==> config.mk <==
export PLATFORM = sky130hd
export DESIGN_NAME = pdm_mode_ctrl
export DESIGN_NICKNAME = d
export VERILOG_FILES = /design/src/rtl/pdm_mode_pkg.sv /design/src/rtl/pdm_mode_store.sv /design/src/rtl/pdm_chunk_count.sv /design/src/rtl/pdm_mode_ctrl.sv
export SDC_FILE = /design/constraint.sdc
export NUM_CORES = 1
export LEC_CHECK = 0
export ABC_AREA = 1
export CORE_MARGIN = 5
export CORE_UTILIZATION = 33
export DETAILED_ROUTE_END_ITERATION = 8
export PLACE_DENSITY = 0.83
export SETUP_SLACK_MARGIN = 0.2
export SYNTH_ARGS = -nofsm -noshare
export SYNTH_HDL_FRONTEND = slang
export SYNTH_SLANG_ARGS = --single-unit
export TNS_END_PERCENT = 50
==> constraint.sdc <==
create_clock -name clk -period 1.6 [get_ports clk]
set_input_delay 0.32 -clock clk [delete_from_list [all_inputs] [get_ports clk]]
set_output_delay 0.32 -clock clk [all_outputs]
set_load 0.005 [all_outputs]
==> src/rtl/pdm_mode_pkg.sv <==
package pdm_mode_pkg;
  localparam int REG_W     = 32;
  localparam int CH_N      = 4;
  localparam int CHUNK_W   = 4;
  localparam int DEC_W     = 4;
  localparam int ORD_W     = 4;
  localparam int AUD_W     = 2;
  localparam int CHUNK_LSB = 28;
  localparam int DEC_LSB   = 24;
  localparam int ORD_LSB   = 20;
  localparam int AUD_LSB   = 16;
  localparam int EN_LSB    = 0;
  localparam int MAX_CHUNK = 8;
  localparam int CNT_W     = $clog2(MAX_CHUNK + 1);

  typedef struct packed {
    logic [CHUNK_W-1:0] chunk;
    logic [DEC_W-1:0]   dec;
    logic [ORD_W-1:0]   order;
    logic [AUD_W-1:0]   aud;
    logic [CH_N-1:0]    en;
  } mode_t;

  localparam mode_t MODE_RST = '{chunk: 4'd1, dec: 4'd0, order: 4'd3, aud: 2'd0, en: 4'd0};

  // Chunk sizes accepted by the write port: single powers of two up to MAX_CHUNK.
  function automatic logic chunk_legal(input logic [CHUNK_W-1:0] v);
    return (v != '0) && ((v & (v - 1'b1)) == '0) && (int'(v) <= MAX_CHUNK);
  endfunction

  function automatic mode_t unpack_mode(input logic [REG_W-1:0] w);
    mode_t m;
    m.chunk = w[CHUNK_LSB +: CHUNK_W];
    m.dec   = w[DEC_LSB   +: DEC_W];
    m.order = w[ORD_LSB   +: ORD_W];
    m.aud   = w[AUD_LSB   +: AUD_W];
    m.en    = w[EN_LSB    +: CH_N];
    return m;
  endfunction

  function automatic logic [REG_W-1:0] pack_mode(input mode_t m);
    logic [REG_W-1:0] w;
    w = '0;
    w[CHUNK_LSB +: CHUNK_W] = m.chunk;
    w[DEC_LSB   +: DEC_W]   = m.dec;
    w[ORD_LSB   +: ORD_W]   = m.order;
    w[AUD_LSB   +: AUD_W]   = m.aud;
    w[EN_LSB    +: CH_N]    = m.en;
    return w;
  endfunction

  // Event test: the incremented count has reached (or passed) the chunk size.
  function automatic logic chunk_reached(input logic [CNT_W-1:0] cnt_next,
                                         input logic [CHUNK_W-1:0] size);
    return {1'b0, cnt_next} >= {1'b0, size};
  endfunction
endpackage

==> src/rtl/pdm_mode_store.sv <==
module pdm_mode_store
  import pdm_mode_pkg::*;
(
  input  logic             clk,
  input  logic             rst_n,
  input  logic             reg_wr,
  input  logic             wr_lock,
  input  logic [REG_W-1:0] reg_wdata,
  output mode_t            mode_q,
  output logic             wr_accept,
  output logic             chunk_take
);
  mode_t req;

  always_comb begin
    req        = unpack_mode(reg_wdata);
    wr_accept  = reg_wr && !wr_lock;
    chunk_take = wr_accept && chunk_legal(req.chunk);
  end

  always_ff @(posedge clk or negedge rst_n) begin
    if (!rst_n) begin
      mode_q <= MODE_RST;
    end else if (wr_accept) begin
      mode_q.dec   <= req.dec;
      mode_q.order <= req.order;
      mode_q.aud   <= req.aud;
      mode_q.en    <= req.en;
      if (chunk_take) mode_q.chunk <= req.chunk;
    end
  end

  p_lock_hold_r3: assert property (@(posedge clk) disable iff (!rst_n)
    (reg_wr && wr_lock) |=> $stable(mode_q))
    else $error("R3: locked write changed the mode word");

  p_chunk_keep_r4: assert property (@(posedge clk) disable iff (!rst_n)
    (wr_accept && !chunk_take) |=> $stable(mode_q.chunk))
    else $error("R4: illegal chunk value was stored");

  p_write_lands_r2: assert property (@(posedge clk) disable iff (!rst_n)
    wr_accept |=> (mode_q.en == $past(reg_wdata[EN_LSB +: CH_N])))
    else $error("R2: accepted write not stored");
endmodule

==> src/rtl/pdm_chunk_count.sv <==
module pdm_chunk_count
  import pdm_mode_pkg::*;
(
  input  logic               clk,
  input  logic               rst_n,
  input  logic               samp_vld,
  input  logic               flag_clr,
  input  logic [CHUNK_W-1:0] size,
  output logic               flag_q,
  output logic               raise_evt
);
  logic [CNT_W-1:0] cnt_q;
  logic [CNT_W-1:0] cnt_next;

  always_comb begin
    cnt_next  = cnt_q + 1'b1;
    raise_evt = samp_vld && chunk_reached(cnt_next, size);
  end

  always_ff @(posedge clk or negedge rst_n) begin
    if (!rst_n) begin
      cnt_q  <= '0;
      flag_q <= 1'b0;
    end else begin
      if (samp_vld) cnt_q <= raise_evt ? '0 : cnt_next;
      if (raise_evt)     flag_q <= 1'b1;
      else if (flag_clr) flag_q <= 1'b0;
    end
  end

  p_raise_sets_r7: assert property (@(posedge clk) disable iff (!rst_n)
    raise_evt |=> (flag_q && cnt_q == '0))
    else $error("R7: event did not set flag / restart count");

  p_sticky_r8: assert property (@(posedge clk) disable iff (!rst_n)
    (flag_q && !flag_clr) |=> flag_q)
    else $error("R8: flag dropped without clear");

  p_clear_r8: assert property (@(posedge clk) disable iff (!rst_n)
    (flag_clr && !raise_evt) |=> !flag_q)
    else $error("R8: clear did not drop flag");

  p_idle_hold_r10: assert property (@(posedge clk) disable iff (!rst_n)
    !samp_vld |=> $stable(cnt_q))
    else $error("R10: count moved without a sample");

  p_no_overflow_r9: assert property (@(posedge clk) disable iff (!rst_n)
    int'(cnt_q) < MAX_CHUNK)
    else $error("R9: count passed the largest chunk");
endmodule

==> src/rtl/pdm_mode_ctrl.sv <==
module pdm_mode_ctrl
  import pdm_mode_pkg::*;
(
  input  logic        clk,
  input  logic        rst_n,
  input  logic        reg_wr,
  input  logic [31:0] reg_wdata,
  input  logic        wr_lock,
  output logic [31:0] reg_rdata,
  input  logic        samp_vld,
  input  logic        flag_clr,
  output logic [3:0]  chunk_size,
  output logic [3:0]  dec_code,
  output logic [3:0]  filt_order,
  output logic [1:0]  audio_code,
  output logic [3:0]  ch_en,
  output logic        chunk_flag
);
  mode_t mode_q;
  logic  wr_accept;
  logic  chunk_take;
  logic  raise_evt;

  pdm_mode_store u_store (
    .clk        (clk),
    .rst_n      (rst_n),
    .reg_wr     (reg_wr),
    .wr_lock    (wr_lock),
    .reg_wdata  (reg_wdata),
    .mode_q     (mode_q),
    .wr_accept  (wr_accept),
    .chunk_take (chunk_take)
  );

  pdm_chunk_count u_count (
    .clk       (clk),
    .rst_n     (rst_n),
    .samp_vld  (samp_vld),
    .flag_clr  (flag_clr),
    .size      (mode_q.chunk),
    .flag_q    (chunk_flag),
    .raise_evt (raise_evt)
  );

  always_comb begin
    reg_rdata  = pack_mode(mode_q);
    chunk_size = mode_q.chunk;
    dec_code   = mode_q.dec;
    filt_order = mode_q.order;
    audio_code = mode_q.aud;
    ch_en      = mode_q.en;
  end

  p_reserved_zero_r5: assert property (@(posedge clk) disable iff (!rst_n)
    (reg_rdata[19:18] == 2'b00) && (reg_rdata[15:4] == 12'h000))
    else $error("R5: reserved bits nonzero");
endmodule

==> results of run 1 <==
[critical path: stages (launching register included)]
cell	delay, ps
dfrtp_1	420
ha_2	200
inv_1	50
nand2_1	60
and2_4	150
ha_4	250
nand2_2	40
inv_2	60
nand3_2	70
nand3_2	80
nand2_2	50
nand2_1	70
inv_1	30
[routing by layer]
layer,routed length [microns],track usage,vias to the layer above
met1,1190,0.108,506
li1,-,-,542
met2,1540,0.190,46
met4,43,0.0385,0
met5,0,0,-
met3,271,0.0366,4
[state kept, by name (all words and copies together), names as in the netlist]
register	count
u_store.mode_q	18
u_count.cnt_q	4
u_count.flag_q	1
[power by group]
part / internal (mW) / switching, mW / total, mW
Clock: 0.174 / 0.186 / 0.360
Combinational: 0.786 / 0.586 / 1.37
Sequential: 0.718 / 0.0963 / 0.815
Total: 1.68 / 0.869 / 2.55
[how the worst max path moves through the flow]
stage | endpoint | slack [ps] | depth (start not counted)
2_1_floorplan | u_count.cnt_q[3] | 30 | 12
3_3_place_gp | u_count.cnt_q[3] | -80 | 12
3_5_place_dp | u_count.cnt_q[3] | -100 | 12
4_1_cts | u_count.cnt_q[3] | -40 | 12
5_1_grt | u_count.cnt_q[3] | -150 | 12
6_report | u_count.cnt_q[3] | -40 | 12
[placed cells by master, fill, tap and decap left out]
cell / instances
and2_4: 1
conb_1: 14
ha_2: 1
nand2_2: 4
nand4_1: 3
a21oi_2: 1
inv_1: 16
nand3_1: 5
mux2_2: 4
dfstp_2: 3
clkinv_2: 1
mux2_4: 10
inv_2: 2
nand2_4: 1
and2_1: 1
dfrtp_1: 20
o21ai_0: 1
nor2_2: 2
buf_2: 1
clkbuf_8: 3
nor2_1: 1
dlygate4sd2_1: 30
nor2_4: 1
clkdlybuf4s50_1: 23
nand3_2: 2
clkdlybuf4s15_1: 6
nand2_1: 26
ha_1: 1
o21ai_2: 3
o21ai_1: 1
ha_4: 3
buf_4: 17
a21boi_1: 1
[through the flow]
stage          instances  setup WS, ps  instance area [sq um]
4_1_cts              261         -40.8                   2070
3_5_place_dp         244          -101                   1920
6_report             261         -36.3                   2090
5_1_grt              261          -152                   2090
2_1_floorplan        162          34.2                   1490
3_3_place_gp         244         -80.9                   1920
[final cells by class]
type                            count  area [sq um]
Clock buffer                        3          41.3
Clock inverter                      1          5.00
Fill cell                         407          2210
Inverter                           18          67.6
Multi-Input combinational cell     87           643
Sequential cell                    23           579
Tap cell                           52          65.1
Timing Repair Buffer               77           686
[cells by family after synthesis]
family	Yosys count	share of synthesized area
buffers and inverters	52	0.231
and+or+nand+nor	47	0.153
DFF	23	0.402
muxes	14	0.135
AOI/OAI and AO/OA	7	0.0338
adders and majority gates	5	0.0434
other	1	0.00260
[repair_timing]
item                                    CTS  global route
cloned                                    0             0
resized for setup                        51             7
pin swaps                                 6             5
setup buffers                            13             0
endpoints found under the setup margin   42            11
==> run metrics, run 1 <==
H-tree lvl count=1; CTS max path bufs=2; Detail Route Antenna Nets=0; critical path type=flip-flop to flip-flop; dpl hpwl=2190 microns; die area=0.00579 sq mm; Final setup viols=5; Clock Skew=7.50 ps; HP Class=input port to asynchronous set/reset pin; die width=76.1 microns; Final period util=1.02; sequential-to-total area share from yosys stat=0.402; clock root buffer=clkbuf_8; initial antenna violation count=0; #FFs+latches synth=23; vias=1098; status=complete, but fails checks; Leak=1.09 nW; PortBufs=60; Mapped Cells=149; Worst Slack Setup Final=-36.3 ps; f_max=611 MHz; EDFF count, synth=0; Worst R2R Path Depth=12; r2r setup slk=-40 ps; clock-pin slew on the worst setup and hold paths=90 ps; top-count cell post-synth=buf_4; CTS Buf Count=3; Synth top area share=0.347; worst setup path start=u_count.cnt_q[1]; Mapped Area=0.00144 sq mm; pwr dens=1220 mW/mm^2; Critical Path AT=1800 ps; Core Util, Final=0.486; final wirelength=3050 microns; Synth async-reset ratio=1.00; FF-to-FF Start=u_count.cnt_q[1]; Syn-to-layout area delta=44.7%; number of global-route vias before repair=1222; RSZ-0062 raised after global routing=yes; grt total ovfl=0; Core Box Area=0.00429 sq mm; Clock Latency Late Sink=260 ps; post-synth cell types=24; peak supply drop=427 uV; MaxCap Viol Count=0; clk sinks=23; critical path peak fanout=4; top post-synthesis cells by count=32 x buf_4, 29 x nand2_1, 20 x dfrtp_1, 17 x inv_1, 10 x mux2_4; reg2reg end=u_count.cnt_q[3]; Cell Rows=24; Diodes inserted=0; largest cells by area after synthesis=dfrtp_1 35%, buf_4 17%, mux2_4 10%, nand2_1 7.5%, dfstp_2 5.5%; I/O Pins=89; Post-route DRC=0; Routed WL per cell=11.7 microns; # hold bufs at CTS=0; Initial Util=0.336; Final Max Slew Viols=0; fraction of final layout cells sized beyond drive strength 1=0.287; Avg Cell Area, Syn=9.68 sq um; drt initial violations=45; CTS tree=done; Total Neg Setup Slack=-61.1 ps; router iterations before antenna repair=4; Synthesis Warnings=0; min Tclk post-route=1640 ps; drt via density=4.21; Worst Path Required=1760 ps; largest net degree at the start of global routing=24; Synth Flop Type=dfrtp_1; startpoint types=flip-flop; Final nets=253; Die Ht=76.1 microns; critical path endpoint category=flip-flop; gpl congestion=0.705; total power=2.55 mW; Min Hold Slack=401 ps; leading area contributor after synthesis=dfrtp_1; failing checks=setup timing; first-pass GRT wire length=5100 microns; GRT Util Overall=0.104; Hold Violations, Final=0
Note: power is estimated with default switching activity, not from simulation.
==> run 2, diff against run 1 <==
--- a/config.mk
+++ b/config.mk
@@ -10,7 +10,6 @@
 export CORE_UTILIZATION = 33
 export DETAILED_ROUTE_END_ITERATION = 8
 export PLACE_DENSITY = 0.83
-export SETUP_SLACK_MARGIN = 0.2
 export SYNTH_ARGS = -nofsm -noshare
 export SYNTH_HDL_FRONTEND = slang
 export SYNTH_SLANG_ARGS = --single-unit
==> run 2 against run 1 <==
Compared with the run above: the flow still finishes with violations (setup timing); design area rose by 0.24%; sequential share of layout area shrank 0.066 points; via count increased by 0.55%; power grew 6.1%; critical endpoint unchanged; utilization rose by 0.12 points; highest routed layer unchanged.
==> run metrics, run 2 (synthesized netlist as in run 1, its figures left out) <==
fraction of final layout cells sized beyond drive strength 1=0.284 (was 0.287); grt total ovfl=0 (unchanged); first-pass GRT wire length=5430 microns (was 5100 microns); f_max=598 MHz (was 611 MHz); router iterations before antenna repair=4 (unchanged); CP endpoint=u_count.cnt_q[3] (unchanged); critical path peak fanout=4 (unchanged); GRT Util Overall=0.109 (was 0.104); Core Util, Final=0.487 (was 0.486); CP bufs+invs=3 (unchanged); MaxCap Viol Count=0 (unchanged); PortBufs=60 (unchanged); final instance area=0.00209 sq mm (about the same); Final period util=1.05 (was 1.02); clk sinks=23 (unchanged); Detail Route Antenna Nets=0 (unchanged); die area=0.00579 sq mm (unchanged); critical path endpoint category=flip-flop (unchanged); Clock Latency Late Sink=260 ps (about the same); r2r setup slk=-70 ps (was -40 ps); final std cells w/o fill=256 (was 261); status=complete, but fails checks (unchanged); final wirelength=3100 microns (was 3050 microns); Worst R2R Path Depth=12 (unchanged); placed insts=245 (was 244); Critical Path AT=1840 ps (was 1800 ps); CTS max path bufs=2 (unchanged); Top Registers=u_store.mode_q: 18 flops, u_count.cnt_q: 4 flops, u_count.flag_q: 1 flops (unchanged); worst setup path start=u_count.cnt_q[1] (unchanged); Diodes inserted=0 (unchanged); drt initial violations=31 (was 45); HP Class=input port to asynchronous set/reset pin (unchanged); Final nets=248 (was 253); most frequent cells in the layout=54 x clkdlybuf4s50_1, 23 x nand2_1, 20 x dfrtp_1, 14 x inv_1, 14 x conb_1 (was 30 x dlygate4sd2_1, 26 x nand2_1, 23 x clkdlybuf4s50_1, 20 x dfrtp_1, 17 x buf_4); worst path cell trace=ha_2, inv_2, nand2_2, and2_4, ha_4, nand2_4, inv_4, nand3_2, nand3_2, nand2_2, nand2_2, inv_2 (was ha_2, inv_1, nand2_1, and2_4, ha_4, nand2_2, inv_2, nand3_2, nand3_2, nand2_2, nand2_1, inv_1); Routed WL per cell=12.1 microns (was 11.7 microns); die width=76.1 microns (unchanged); gpl congestion=0.824 (was 0.705); pwr dens=1290 mW/mm^2 (was 1220 mW/mm^2); drt via density=4.31 (was 4.21); Clock Skew=1.36 ps (was 7.50 ps); FF-to-FF Start=u_count.cnt_q[1] (unchanged); Initial Util=0.336 (unchanged); Core Box Area=0.00429 sq mm (unchanged); Total Neg Setup Slack=-235 ps (was -61.1 ps); initial antenna violation count=0 (unchanged); vias=1104 (was 1098); CTS Buf Count=3 (unchanged); CTS tree=done (unchanged); Worst Path Required=1760 ps (about the same); reg2reg end=u_count.cnt_q[3] (unchanged); placed cell area=0.00193 sq mm (was 0.00192 sq mm); filler cell count=406 (was 407); cell mode on critical path=nand2_2; CP peak stage delay=420 ps (about the same); number of global-route vias before repair=1273 (was 1222); critical path type=flip-flop to flip-flop (unchanged); clock root buffer=clkbuf_8 (unchanged); peak supply drop=553 uV (was 427 uV); Syn-to-layout area delta=45.0% (was 44.7%); failing checks=setup timing (unchanged); CP max stage cell=dfrtp_1 (unchanged); startpoint types=flip-flop (unchanged); dpl hpwl=2320 microns (was 2190 microns); largest net degree at the start of global routing=24 (unchanged); Worst Slack Setup Final=-73.4 ps (was -36.3 ps); RSZ-0062 raised after global routing=yes (unchanged); Crit. path cell count=12 (unchanged); Cell Rows=24 (unchanged); Top reg by flops=u_store.mode_q (unchanged); Hold Violations, Final=0 (unchanged); Largest delay share family, worst path=simple AND/OR/NAND/NOR gates (unchanged); max reg flops=18 (unchanged); H-tree lvl count=1 (unchanged); Final Max Slew Viols=0 (unchanged); min Tclk post-route=1670 ps (was 1640 ps); clock-pin slew on the worst setup and hold paths=80 ps (was 90 ps); Leak=1.02 nW (was 1.09 nW); I/O Pins=89 (unchanged); Post-route DRC=0 (unchanged); Die Ht=76.1 microns (unchanged); commonest non-fill, non-tap cell in the layout=clkdlybuf4s50_1 (was dlygate4sd2_1); Final setup viols=5 (unchanged)
run 2: cell count changes in the layout (fill, tap and decap cells not counted), sizes merged:
cell           before  now
buf                18   12
clkinv              1    0
clkdlybuf4s15       6    0
clkbuf              3    4
dlygate4sd2        30    6
clkdlybuf4s50      23   54
run 2: worst reg2reg max path, cell delays in order (launching register included):
cell and delay [ps]:
dfrtp_1 420, ha_2 200, inv_2 50, nand2_2 40, and2_4 160, ha_4 270
nand2_4 50, inv_4 60, nand3_2 70, nand3_2 90, nand2_2 70, nand2_2 70
inv_2 30
run 2: worst min path at each step:
stage                                     to  depth (start not counted)  slack (ps)
after CTS                  u_store.mode_q[4]                          2         410
after floorplan             u_count.cnt_q[0]                          0          20
after global routing       u_store.mode_q[4]                          2         430
after global placement    u_store.mode_q[14]                          2         500
final                      u_store.mode_q[4]                          2         410
after detailed placement  u_store.mode_q[14]                          2         500
run 2: timing repair:
item	4_1_cts	5_1_grt
endpoints found under the hold margin	0	0
gates resized for setup	20	6
hold buffers	0	0
setup endpoints to repair	11	5
pin swaps	6	6
buffers inserted	7	0
run 2: power by group:
part,total (mW),switching (mW),leakage (nW),internal (mW)
clock,0.354,0.177,0.0228,0.177
combinational,1.52,0.631,0.718,0.890
sequential,0.828,0.110,0.275,0.719
run 2: cell type report:
| cell class | instances | area, sq um | area share |
|---|---|---|---|
| Clock buffer | 4 | 45.0 | 0.0215 |
| Sequential cell | 23 | 579 | 0.277 |
| Multi-Input combinational cell | 87 | 646 | 0.309 |
| Timing Repair Buffer | 72 | 687 | 0.328 |
| Tap cell | 52 | 65.1 | 0.0311 |
| Inverter | 18 | 70.1 | 0.0335 |
run 2: per-stage QoR:
| step | power, mW | worst slack [ps] | hold WS (ps) |
|---|---|---|---|
| after detailed placement | 1.95 | -165 | 504 |
| final | 2.70 | -73.4 | 407 |
| after CTS | 2.61 | -42.7 | 411 |
| after floorplan | 1.48 | 10.6 | 24.4 |
| after global routing | 2.91 | -160 | 435 |
| after global placement | 1.91 | -132 | 497 |
run 2: routing by layer:
metal  track usage  vias up  routed length [microns]
met1         0.127      524                     1240
met5             0        -                        0
met2         0.191       44                     1640
met4        0.0437        0                       17
met3        0.0272        2                      201
li1              -      534                        -
==> run 3, diff against run 2 <==
--- a/config.mk
+++ b/config.mk
@@ -6,10 +6,12 @@
 export NUM_CORES = 1
 export LEC_CHECK = 0
 export ABC_AREA = 1
+export CORE_ASPECT_RATIO = 0.8
 export CORE_MARGIN = 5
-export CORE_UTILIZATION = 33
+export CORE_UTILIZATION = 37
+export CTS_CLUSTER_DIAMETER = 50
 export DETAILED_ROUTE_END_ITERATION = 8
-export PLACE_DENSITY = 0.83
+export PLACE_DENSITY = 0.87
 export SYNTH_ARGS = -nofsm -noshare
 export SYNTH_HDL_FRONTEND = slang
 export SYNTH_SLANG_ARGS = --single-unit
==> constraint.sdc (replaced) <==
create_clock -name clk -period 1.8 [get_ports clk]
set_input_delay 0.36 -clock clk [delete_from_list [all_inputs] [get_ports clk]]
set_output_delay 0.36 -clock clk [all_outputs]
set_load 0.005 [all_outputs]
==> run 3 against run 2 <==
Compared with the run above: the flow now finishes without violations; sequential cell count unchanged; non-clock buffer count is 10 lower; count of clock-buffer cells in the layout decreased by 1; via count is 6.9% lower; design area decreased by 4.5%; power fell by 24%; first-iteration DRC count is 19% higher; critical path depth unchanged; worst hold slack improved by 48 ps; critical path type unchanged.
==> run metrics, run 3 (synthesized netlist as in run 1, its figures left out) <==
vias=1028 (was 1104); Top Registers=u_store.mode_q: 18 flops, u_count.cnt_q: 4 flops, u_count.flag_q: 1 flops (unchanged); metal1 wirelength=1170 microns (was 1240 microns); gpl congestion=0.816 (was 0.824); H-tree lvl count=1 (unchanged); critical path peak fanout=6 (was 4); CP max stage cell=dfrtp_2 (was dfrtp_1); GRT Util Overall=0.111 (was 0.109); placed cell area=0.00190 sq mm (was 0.00193 sq mm); Final setup viols=0 (was 5); die width=79.8 microns (was 76.1 microns); pwr dens=1030 mW/mm^2 (was 1290 mW/mm^2); clock-pin slew on the worst setup and hold paths=80 ps (about the same); Core Box Area=0.00378 sq mm (was 0.00429 sq mm); CP peak stage delay=470 ps (was 420 ps); initial antenna violation count=0 (unchanged); Final Max Slew Viols=0 (unchanged); peak supply drop=525 uV (was 553 uV); dpl hpwl=2220 microns (was 2320 microns); DP Worst Slack=14.0 ps (was -165 ps); largest net degree at the start of global routing=24 (unchanged); Syn-to-layout area delta=38.4% (was 45.0%); status=complete, no violations (was complete, but fails checks); final std cells w/o fill=249 (was 256); Min Hold Slack=455 ps (was 407 ps); critical path endpoint category=flip-flop (unchanged); wire length on met2=1500 microns (was 1640 microns); Clock Skew=1.38 ps (was 1.36 ps); most frequent cells in the layout=60 x clkdlybuf4s50_1, 27 x nand2_1, 19 x dfrtp_1, 16 x inv_1, 14 x conb_1 (was 54 x clkdlybuf4s50_1, 23 x nand2_1, 20 x dfrtp_1, 14 x inv_1, 14 x conb_1); f_max=582 MHz (was 598 MHz); final instance area=0.00200 sq mm (was 0.00209 sq mm); # hold bufs at CTS=0 (unchanged); first-pass GRT wire length=4640 microns (was 5430 microns); PortBufs=60 (unchanged); number of global-route vias before repair=1101 (was 1273); Routed WL per cell=11.5 microns (was 12.1 microns); Worst Path Required=1960 ps (was 1760 ps); worst path cell trace=ha_4, inv_1, nand2_1, and2_1, ha_1, nand2_1, inv_2, nand3_1, nand3_2, nand2_2, nand2_2, inv_1 (was ha_2, inv_2, nand2_2, and2_4, ha_4, nand2_4, inv_4, nand3_2, nand3_2, nand2_2, nand2_2, inv_2); placed insts=244 (was 245); CTS tree=done (unchanged); r2r setup slk=80 ps (was -70 ps); fraction of final layout cells sized beyond drive strength 1=0.206 (was 0.284); max reg flops=18 (unchanged); MaxCap Viol Count=0 (unchanged); CTS max path bufs=2 (unchanged); filler cell count=346 (was 406); FF-to-FF Start=u_count.cnt_q[0] (was u_count.cnt_q[1]); Cell Rows=20 (was 24); die area=0.00526 sq mm (was 0.00579 sq mm); Initial Util=0.382 (was 0.336); min Tclk post-route=1720 ps (was 1670 ps); Top reg by flops=u_store.mode_q (unchanged); Final period util=0.955 (was 1.05); Detail Route Antenna Nets=0 (unchanged); startpoint types=flip-flop (unchanged); I/O Pins=89 (unchanged); reg2reg end=u_count.cnt_q[3] (unchanged); drt via density=4.13 (was 4.31); CTS Buf Count=3 (unchanged); drt initial violations=37 (was 31); Leak=0.951 nW (was 1.02 nW); HP Class=input port to asynchronous set/reset pin (unchanged); Die Ht=65.9 microns (was 76.1 microns); Clock Latency Late Sink=260 ps (about the same); Critical Path AT=1880 ps (was 1840 ps); Worst Slack Setup Final=81.5 ps (was -73.4 ps); critical path type=flip-flop to flip-flop (unchanged); Post-route DRC=0 (unchanged); clk sinks=23 (unchanged); final wirelength=2860 microns (was 3100 microns); Worst R2R Path Depth=12 (unchanged); Final nets=238 (was 248); Max Used Layer=met4 (unchanged); clock root buffer=clkbuf_8 (unchanged); grt total ovfl=0 (unchanged); Hold Violations, Final=0 (unchanged); commonest non-fill, non-tap cell in the layout=clkdlybuf4s50_1 (unchanged); DR WL met3=179 microns (was 201 microns); router iterations before antenna repair=4 (unchanged); Diodes inserted=0 (unchanged)
## run 3: cell count changes in the layout (fill, tap and decap cells not counted), moves of 2 or more
cell and change:
buf_4 -9, clkdlybuf4s50_1 +6, dlygate4sd2_1 -6, nand2_1 +4, nand2_2 -3, and2_1 +2, and2_4 -2, inv_1 +2
## run 3: area by class of cell
| class | count | area, sq um | share of cell area |
|---|---|---|---|
| Sequential cell | 23 | 581 | 0.291 |
| Clock inverter | 1 | 5.00 | 0.00251 |
| Multi-Input combinational cell | 87 | 618 | 0.310 |
| Tap cell | 55 | 68.8 | 0.0345 |
| Clock buffer | 3 | 41.3 | 0.0207 |
| Inverter | 18 | 67.6 | 0.0338 |
| Timing Repair Buffer | 62 | 616 | 0.308 |
## run 3: worst max-delay path by stage
stage / from / endpoint / slack (ps) / cells after the start
CTS: u_count.cnt_q[0] / u_count.cnt_q[3] / 10 / 12
global route: u_count.cnt_q[0] / u_count.cnt_q[3] / -20 / 12
global placement: u_count.cnt_q[0] / u_count.cnt_q[3] / 60 / 12
detailed placement: u_count.cnt_q[0] / u_count.cnt_q[3] / 10 / 12
finish: u_count.cnt_q[0] / u_count.cnt_q[3] / 80 / 12
floorplan: u_count.cnt_q[0] / u_count.cnt_q[3] / 190 / 12
## run 3: worst max-delay path: cells and delay by family (launching register included)
family	cells	cell delay, ps
buffers and inverters	3	140
adders and majority gates	2	450
and+or+nand+nor	7	560
DFF	1	470
## run 3: per-stage QoR
| step | utilization | total power, mW | TNS, ps |
|---|---|---|---|
| 2_1_floorplan | - | 1.31 | 0 |
| 3_3_place_gp | 0.504 | 1.62 | 0 |
| 3_5_place_dp | 0.504 | 1.65 | 0 |
| 4_1_cts | 0.516 | 1.99 | 0 |
| 5_1_grt | 0.528 | 2.23 | -33.0 |
| 6_report | 0.528 | 2.06 | 0 |
## run 3: what timing repair did
item | 4_1_cts | 5_1_grt
setup endpoints to repair | 1 | 3
resized for setup | 1 | 9
setup buffers | 0 | 1
pin swaps | 0 | 3
## run 3: layer usage
| layer | up-vias | global-route usage |
|---|---|---|
| li1 | 513 | - |
| met1 | 478 | 0.124 |
| met2 | 35 | 0.201 |
| met3 | 2 | 0.0436 |
| met4 | 0 | 0.0190 |
| met5 | - | 0 |
## run 3: power by group
| part | switching (mW) | leakage [nW] | internal [mW] |
|---|---|---|---|
| registers | 0.117 | 0.274 | 0.641 |
| logic | 0.418 | 0.652 | 0.572 |
| clock network | 0.159 | 0.0255 | 0.154 |
| total | 0.694 | 0.951 | 1.37 |
